<file path="src/rtl/pcm_dsp_pkg.sv">
package pcm_dsp_pkg;
  localparam int unsigned DIV_W     = 9;
  localparam int unsigned SMP_W     = 16;
  localparam int unsigned DEF_FRAME = 127;

  typedef enum logic {
    SRC_BUS = 1'b0,
    SRC_ALT = 1'b1
  } src_sel_e;
endpackage

</file>
<file path="src/rtl/pcm_bclk_gen.sv">
module pcm_bclk_gen #(
  parameter int unsigned DIV_W = pcm_dsp_pkg::DIV_W
) (
  input  logic             clk,
  input  logic             rst_n,
  input  logic             tick,
  input  logic             run,
  input  logic             load,
  input  logic [DIV_W-1:0] div_in,
  output logic             bclk,
  output logic             rise_ev,
  output logic             fall_ev,
  output logic             idle
);
  logic [DIV_W-1:0] cnt_q, cnt_d;
  logic [DIV_W-1:0] act_q, act_d;
  logic             bclk_q, bclk_d;
  logic             active, hit;

  // A high phase always completes; the low phase starts only when running.
  always_comb begin
    active  = bclk_q | run;
    hit     = tick & active & (cnt_q == act_q);
    rise_ev = hit & ~bclk_q;
    fall_ev = hit & bclk_q;
    idle    = ~run & ~bclk_q;
    bclk_d  = bclk_q ^ hit;
    act_d   = load ? div_in : act_q;
    cnt_d   = cnt_q;
    if (idle) begin
      cnt_d = '0;
    end else if (tick) begin
      cnt_d = hit ? '0 : cnt_q + 1'b1;
    end
  end

  always_ff @(posedge clk or negedge rst_n) begin
    if (!rst_n) begin
      cnt_q  <= '0;
      act_q  <= '0;
      bclk_q <= 1'b0;
    end else begin
      cnt_q  <= cnt_d;
      act_q  <= act_d;
      bclk_q <= bclk_d;
    end
  end

  assign bclk = bclk_q;

  AST_BCLK_ON_TICK: assert property (@(posedge clk) disable iff (!rst_n)
    (bclk_q != $past(bclk_q)) |-> $past(tick));
endmodule

</file>
<file path="src/rtl/pcm_frame_ctr.sv">
module pcm_frame_ctr #(
  parameter int unsigned DIV_W     = pcm_dsp_pkg::DIV_W,
  parameter int unsigned DEF_FRAME = pcm_dsp_pkg::DEF_FRAME
) (
  input  logic             clk,
  input  logic             rst_n,
  input  logic             fall_ev,
  input  logic             idle,
  input  logic [DIV_W-1:0] frame_in,
  output logic [DIV_W-1:0] pos,
  output logic [DIV_W-1:0] next_pos,
  output logic             wrap,
  output logic             fsync
);
  logic [DIV_W-1:0] pos_q, pos_d;
  logic [DIV_W-1:0] len_q, len_d;
  logic             fs_q, fs_d;

  always_comb begin
    wrap     = fall_ev & (pos_q >= len_q);
    next_pos = wrap ? '0 : pos_q + 1'b1;
    pos_d    = pos_q;
    len_d    = len_q;
    fs_d     = fs_q;
    if (idle) begin
      // Park on the last position so the first falling edge opens a frame.
      pos_d = frame_in;
      len_d = frame_in;
      fs_d  = 1'b0;
    end else if (fall_ev) begin
      pos_d = next_pos;
      fs_d  = wrap;
      if (wrap) len_d = frame_in;
    end
  end

  always_ff @(posedge clk or negedge rst_n) begin
    if (!rst_n) begin
      pos_q <= DIV_W'(DEF_FRAME);
      len_q <= DIV_W'(DEF_FRAME);
      fs_q  <= 1'b0;
    end else begin
      pos_q <= pos_d;
      len_q <= len_d;
      fs_q  <= fs_d;
    end
  end

  assign pos   = pos_q;
  assign fsync = fs_q;

  AST_SYNC_AT_START: assert property (@(posedge clk) disable iff (!rst_n)
    $rose(fs_q) |-> (pos_q == '0));
  AST_SYNC_ONE_BIT: assert property (@(posedge clk) disable iff (!rst_n)
    ($past(fall_ev) && $past(fs_q)) |-> !fs_q);
endmodule

</file>
<file path="src/rtl/pcm_tx_ser.sv">
module pcm_tx_ser #(
  parameter int unsigned DIV_W = pcm_dsp_pkg::DIV_W,
  parameter int unsigned SMP_W = pcm_dsp_pkg::SMP_W
) (
  input  logic             clk,
  input  logic             rst_n,
  input  logic             fall_ev,
  input  logic             idle,
  input  logic [DIV_W-1:0] next_pos,
  input  logic             late,
  input  logic             en,
  input  logic             valid,
  input  logic [SMP_W-1:0] data,
  output logic             sdo,
  output logic             pop
);
  localparam int unsigned SPAN = 2 * SMP_W;

  logic [SMP_W-1:0] sh_q, sh_d;
  logic             pop_q, pop_d;
  logic [DIV_W-1:0] base, mid, stop;
  logic             start_w, in_win, take;

  always_comb begin
    base    = {{(DIV_W-1){1'b0}}, late};
    mid     = base + DIV_W'(SMP_W);
    stop    = base + DIV_W'(SPAN);
    start_w = (next_pos == base) | (next_pos == mid);
    in_win  = (next_pos >= base) & (next_pos < stop);
    take    = en & valid;
    sh_d    = sh_q;
    pop_d   = 1'b0;
    if (idle) begin
      sh_d = '0;
    end else if (fall_ev) begin
      if (start_w) begin
        sh_d  = take ? data : '0;
        pop_d = take;
      end else if (in_win) begin
        sh_d = {sh_q[SMP_W-2:0], 1'b0};
      end else begin
        sh_d = '0;
      end
    end
  end

  always_ff @(posedge clk or negedge rst_n) begin
    if (!rst_n) begin
      sh_q  <= '0;
      pop_q <= 1'b0;
    end else begin
      sh_q  <= sh_d;
      pop_q <= pop_d;
    end
  end

  assign sdo = sh_q[SMP_W-1];
  assign pop = pop_q;

  AST_POP_NEEDS_WORD: assert property (@(posedge clk) disable iff (!rst_n)
    pop_q |-> $past(en && valid));
  AST_POP_AT_FALL: assert property (@(posedge clk) disable iff (!rst_n)
    pop_q |-> $past(fall_ev));
  AST_SDO_AT_FALL: assert property (@(posedge clk) disable iff (!rst_n)
    (sh_q[SMP_W-1] != $past(sh_q[SMP_W-1])) |-> ($past(fall_ev) || $past(idle)));
endmodule

</file>
<file path="src/rtl/pcm_rx_des.sv">
module pcm_rx_des #(
  parameter int unsigned DIV_W = pcm_dsp_pkg::DIV_W,
  parameter int unsigned SMP_W = pcm_dsp_pkg::SMP_W
) (
  input  logic             clk,
  input  logic             rst_n,
  input  logic             rise_ev,
  input  logic             idle,
  input  logic [DIV_W-1:0] pos,
  input  logic             late,
  input  logic             en,
  input  logic             sdi,
  output logic [SMP_W-1:0] word,
  output logic             push
);
  localparam int unsigned SPAN = 2 * SMP_W;

  logic [SMP_W-1:0] sh_q, sh_d;
  logic [SMP_W-1:0] word_q, word_d;
  logic             push_q, push_d;
  logic             armed_q, armed_d;
  logic [DIV_W-1:0] base, last0, last1, stop;
  logic             in_win, at_end;

  always_comb begin
    base    = {{(DIV_W-1){1'b0}}, late};
    last0   = base + DIV_W'(SMP_W - 1);
    last1   = base + DIV_W'(SPAN - 1);
    stop    = base + DIV_W'(SPAN);
    in_win  = (pos >= base) & (pos < stop);
    at_end  = (pos == last0) | (pos == last1);
    sh_d    = sh_q;
    word_d  = word_q;
    push_d  = 1'b0;
    armed_d = armed_q;
    if (idle) begin
      armed_d = 1'b0;
    end else if (rise_ev) begin
      if (pos == '0) armed_d = 1'b1;
      if (in_win) begin
        sh_d = {sh_q[SMP_W-2:0], sdi};
        if (at_end && en && armed_q) begin
          word_d = {sh_q[SMP_W-2:0], sdi};
          push_d = 1'b1;
        end
      end
    end
  end

  always_ff @(posedge clk or negedge rst_n) begin
    if (!rst_n) begin
      sh_q    <= '0;
      word_q  <= '0;
      push_q  <= 1'b0;
      armed_q <= 1'b0;
    end else begin
      sh_q    <= sh_d;
      word_q  <= word_d;
      push_q  <= push_d;
      armed_q <= armed_d;
    end
  end

  assign word = word_q;
  assign push = push_q;

  AST_PUSH_NEEDS_EN: assert property (@(posedge clk) disable iff (!rst_n)
    push_q |-> $past(en));
  AST_PUSH_AT_RISE: assert property (@(posedge clk) disable iff (!rst_n)
    push_q |-> $past(rise_ev));
endmodule

</file>
<file path="src/rtl/pcm_dsp_master.sv">
module pcm_dsp_master #(
  parameter int unsigned DIV_W     = pcm_dsp_pkg::DIV_W,
  parameter int unsigned SMP_W     = pcm_dsp_pkg::SMP_W,
  parameter int unsigned DEF_FRAME = pcm_dsp_pkg::DEF_FRAME
) (
  input  logic             clk,
  input  logic             rst_n,
  input  logic             bus_tick,
  input  logic             alt_tick,
  input  logic             src_sel,
  input  logic [DIV_W-1:0] bclk_div,
  input  logic [DIV_W-1:0] frame_div,
  input  logic             tx_late,
  input  logic             rx_late,
  input  logic             tx_en,
  input  logic             rx_en,
  input  logic             sclk_on,
  input  logic             idle_run,
  input  logic [SMP_W-1:0] tx_data,
  input  logic             tx_valid,
  output logic             tx_pop,
  output logic [SMP_W-1:0] rx_data,
  output logic             rx_push,
  input  logic             sdi,
  output logic             sdo,
  output logic             bclk,
  output logic             fsync
);
  import pcm_dsp_pkg::*;

  logic             tick, run, idle, rise_ev, fall_ev, wrap;
  logic [DIV_W-1:0] pos, next_pos;

  always_comb begin
    tick = (src_sel == SRC_ALT) ? alt_tick : bus_tick;
    run  = sclk_on & (tx_en | rx_en | idle_run);
  end

  pcm_bclk_gen #(.DIV_W(DIV_W)) u_bclk (
    .clk     (clk),
    .rst_n   (rst_n),
    .tick    (tick),
    .run     (run),
    .load    (wrap | idle),
    .div_in  (bclk_div),
    .bclk    (bclk),
    .rise_ev (rise_ev),
    .fall_ev (fall_ev),
    .idle    (idle)
  );

  pcm_frame_ctr #(.DIV_W(DIV_W), .DEF_FRAME(DEF_FRAME)) u_frame (
    .clk      (clk),
    .rst_n    (rst_n),
    .fall_ev  (fall_ev),
    .idle     (idle),
    .frame_in (frame_div),
    .pos      (pos),
    .next_pos (next_pos),
    .wrap     (wrap),
    .fsync    (fsync)
  );

  pcm_tx_ser #(.DIV_W(DIV_W), .SMP_W(SMP_W)) u_tx (
    .clk      (clk),
    .rst_n    (rst_n),
    .fall_ev  (fall_ev),
    .idle     (idle),
    .next_pos (next_pos),
    .late     (tx_late),
    .en       (tx_en),
    .valid    (tx_valid),
    .data     (tx_data),
    .sdo      (sdo),
    .pop      (tx_pop)
  );

  pcm_rx_des #(.DIV_W(DIV_W), .SMP_W(SMP_W)) u_rx (
    .clk     (clk),
    .rst_n   (rst_n),
    .rise_ev (rise_ev),
    .idle    (idle),
    .pos     (pos),
    .late    (rx_late),
    .en      (rx_en),
    .sdi     (sdi),
    .word    (rx_data),
    .push    (rx_push)
  );

  AST_STOPPED_LOW: assert property (@(posedge clk) disable iff (!rst_n)
    ($past(!run) && !$past(bclk)) |-> !bclk);
  AST_FSYNC_AT_FALL: assert property (@(posedge clk) disable iff (!rst_n)
    (fsync != $past(fsync)) |-> (($past(bclk) && !bclk) || !$past(run)));
endmodule

</file>
<file path="config.mk">
export PLATFORM = sky130hd
export DESIGN_NAME = pcm_dsp_master
export DESIGN_NICKNAME = d
export VERILOG_FILES = /design/src/rtl/pcm_dsp_pkg.sv /design/src/rtl/pcm_bclk_gen.sv /design/src/rtl/pcm_frame_ctr.sv /design/src/rtl/pcm_tx_ser.sv /design/src/rtl/pcm_rx_des.sv /design/src/rtl/pcm_dsp_master.sv
export SDC_FILE = /design/constraint.sdc
export NUM_CORES = 1
export LEC_CHECK = 0
export BUFFER_PORTS_ARGS = -buffer_cell sky130_fd_sc_hd__buf_4
export CELL_PAD_IN_SITES_DETAIL_PLACEMENT = 1
export CELL_PAD_IN_SITES_GLOBAL_PLACEMENT = 2
export CORE_MARGIN = 4
export CORE_UTILIZATION = 30
export CTS_CLUSTER_SIZE = 24
export DETAILED_ROUTE_END_ITERATION = 8
export GPL_ROUTABILITY_DRIVEN = 0
export PLACE_DENSITY_LB_ADDON = 0.1
export REMOVE_ABC_BUFFERS = 1
export SETUP_SLACK_MARGIN = 0.15
export SLEW_MARGIN = 20
export SYNTH_ARGS = -nofsm -noshare
export SYNTH_HDL_FRONTEND = slang
export SYNTH_SLANG_ARGS = --single-unit
</file>
<file path="constraint.sdc">
create_clock -name clk -period 4 [get_ports clk]
set_clock_uncertainty 0.15 [all_clocks]
set_input_delay 0.2 -clock clk [delete_from_list [all_inputs] [get_ports clk]]
set_output_delay 0.2 -clock clk [all_outputs]
set_load 0.01 [all_outputs]
</file>
==> qor.csv <==
metric,value,unit
Post-Route Utilization,39.8,%
setup TNS,0,ns
area occupied by multi-input gates,2220,um^2
H-tree depth,3,
Initial Utilization,30.7,%
share of flip-flops with an asynchronous set or reset after synthesis,100,%
Row Count,45,
# fillers,1655,
final worst path period share,87.9,%
r2r setup slk,0.48,ns
Ant. Diodes,0,
max_slew headroom,28.4,%
number of synthesized flops with an enable pin,0,
first-pass GRT wire length,20400,um
max-cap violations,0,
cell area after synthesis,4690,um^2
register area,2220,um^2
initial drt markers,110,
Final Cell Area,6080,um^2
sequential fraction of the synthesis area,47.4,%
Pwr Density,562,nW/um^2
most frequent cells in the layout,"74 x dfrtp_1, 72 x buf_4, 39 x mux2_2",
DIE WIDTH,133,um
antenna violations before repair,0,
Num CTS Buffers,9,
post-layout net count,573,
Ports,68,
worst r2r path cells,12,
Post-Syn Instances,409,
Syn Area/Cell,11.5,um^2
dpl cell area,5370,um^2
dpl hpwl,8180,um
crit path kind,register to register,
Die H,133,um
CP required,4.09,ns
Clock Sinks,88,
worst setup path endpoint,u_tx.sh_q[11]$_DFFE_PN0N_,
Synth warnings,0,
Clock Root Buffer,clkbuf_16,
Hold Path Class,primary input to register,
Worst VDD drop,0.231,mV
CTS tree,yes,
GRT Util Overall,14.2,%
number of global-route vias before repair,4057,
Worst R2R Start,u_frame.pos[0]$_DFFE_PN1N_,
DR WL/cell,16.4,um
Synth Flop Type,dfrtp_1,
fin crit period,3.52,ns
"FF+latch count, synth",88,
FMAX,284,MHz
largest net degree at the start of global routing,75,
"CTS clk-pin slew, worst paths",0.07,ns
area grow syn2layout,29.7,%
clock buffer depth,2,
area of the die,17700,um^2
total congestion overflow,0,
final setup fails,0,
"Slew Viols, Final",0,
"most common cell after layout, fill and taps aside",dfrtp_1,
Residual DRC,0,
Critical Path Source Type,register,
Worst Path Arrival,3.61,ns
Cell variety after synth,61,
Routed Wire Length,11900,um
Pre-Repair DR Iteration Count,4,
unrepaired setup endpoints after global routing,false,
vias per cell,4.84,
"Hold Vio Cnt, Final",0,
vias,3515,
worst reg2reg path endpoint,u_tx.sh_q[11]$_DFFE_PN0N_,
share of post-route cells with drive strength above 1,35.0,%
Slew @ Worst Pin,1.07,ns
DRT antenna net count,0,
I/O Buffers,67,
Crit Path Max Fanout,16,
CTS resizes,0,
status,completed,
hold_ws,0.0818,ns
endpoint type of the worst setup path,register,
Lkg Pwr,2.76,nW
"Clk Latency, worst-skew pair",0.34,ns
core footprint,15300,um^2
CP startpoint,u_frame.pos[0]$_DFFE_PN1N_,
==> how the worst min path moves through the flow <==
stage	startpoint	to	slack (ns)	cells after the start
finish	rx_en	u_rx.push$_DFF_PN0_	0.08	5
CTS	rx_en	u_rx.push$_DFF_PN0_	0.07	5
global placement	tx_data[0]	u_tx.sh_q[0]$_DFFE_PN0N_	0.28	2
detailed placement	rst_n	u_frame.len_q[8]$_DFFE_PN0P_	0.29	1
floorplan	rst_n	u_bclk.act_q[0]$_DFFE_PN0P_	-0.25	0
global route	rx_en	u_rx.push$_DFF_PN0_	0.11	5
==> layout make-up <==
class	instances	area share [%]
inverter	32	1.98
tap	211	4.35
clock inverter	6	1.61
multi-input combinational	270	36.6
sequential	88	36.5
clock buffer	10	3.93
timing repair buffer	109	15.0
==> critical path, cell delays in order (launching register included) <==
cell and delay [ns]:
dfstp_2 0.61, inv_1 0.12, ha_1 0.31, nor2b_1 0.10
o21ai_0 0.09, a211o_1 0.28, nand2_1 0.07, nand2_1 0.06
ha_1 0.34, nand3_1 0.10, nor3_2 0.81, a32oi_1 0.27
o31ai_2 0.11
==> layer usage <==
layer	share of wire, %	track usage (%)	vias up
li1	-	-	1689
met2	50	25.1	46
met3	2.3	2.85	14
met4	1.5	4.33	0
met1	46	17.5	1766
met5	0	0	-
==> per-stage QoR <==
step                      instances  total power, W  worst slack, ns
after floorplan                 390         0.00205            0.520
after global placement          674         0.00244            0.562
after detailed placement        674         0.00247            0.476
after CTS                       726         0.00349            0.446
after global routing            726         0.00368            0.186
final                           726         0.00342            0.483
==> kinds of logic (layout without fill, tap and decap cells) <==
group	Yosys count	count (layout)	synth area share (%)
simple gates	95	95	11.2
compound gates	94	94	16.1
flops	88	88	47.4
mux	51	51	13.0
buf+inv	51	157	5.45
fa+ha+maj	16	16	4.27
xor+xnor	14	14	2.62
==> power by group <==
group | internal (W) | switching (W) | leakage [nW] | total, W
Sequential | 0.00110 | 0.000203 | 1.14 | 0.00130
Combinational | 0.000487 | 0.000668 | 1.45 | 0.00115
Clock | 0.000575 | 0.000384 | 0.166 | 0.000960
==> synthesized netlist by cell type (2+ instances only) <==
cell | count | share of area, %
clkbuf_1 | 6 | 0.48
nor2_8 | 2 | 0.85
inv_1 | 32 | 2.6
ha_1 | 16 | 4.3
a21oi_1 | 8 | 0.85
nand2_1 | 27 | 2.2
dfrtp_1 | 74 | 40
xor2_1 | 2 | 0.37
dfstp_2 | 14 | 7.9
nand2b_1 | 4 | 0.53
nor3_1 | 5 | 0.53
buf_2 | 3 | 0.32
o31ai_1 | 7 | 1.1
buf_4 | 3 | 0.48
a211o_1 | 2 | 0.37
o21ai_1 | 2 | 0.21
a32oi_1 | 16 | 3.0
o31ai_4 | 2 | 0.91
and3_1 | 9 | 1.2
nand4_1 | 4 | 0.53
mux2_2 | 39 | 9.4
nand3b_1 | 3 | 0.48
o31ai_2 | 10 | 2.7
a31oi_1 | 5 | 0.67
nor2b_1 | 2 | 0.27
mux2i_1 | 2 | 0.43
a221oi_1 | 2 | 0.37
nand3_1 | 8 | 0.85
buf_6 | 5 | 1.2
mux2_4 | 10 | 3.2
and2_1 | 3 | 0.40
o21ai_0 | 25 | 2.7
xnor2_1 | 12 | 2.2
nor2_1 | 18 | 1.4
==> registers in the layout, indices dropped and copies added, names as in the netlist, 9 cells and up <==
register	count
u_frame.pos	9
u_tx.sh_q	16
u_rx.sh_q	15
u_rx.word	16
u_frame.len_q	9
u_bclk.cnt_q	9
u_bclk.act_q	9
==> what timing repair did <==
item                                   CTS  global route
hold buffers                            36             0
buffers inserted                         0             0
setup endpoints to repair                0             0
endpoints found under the hold margin  104             0
Note: power is estimated with default switching activity, not from simulation.
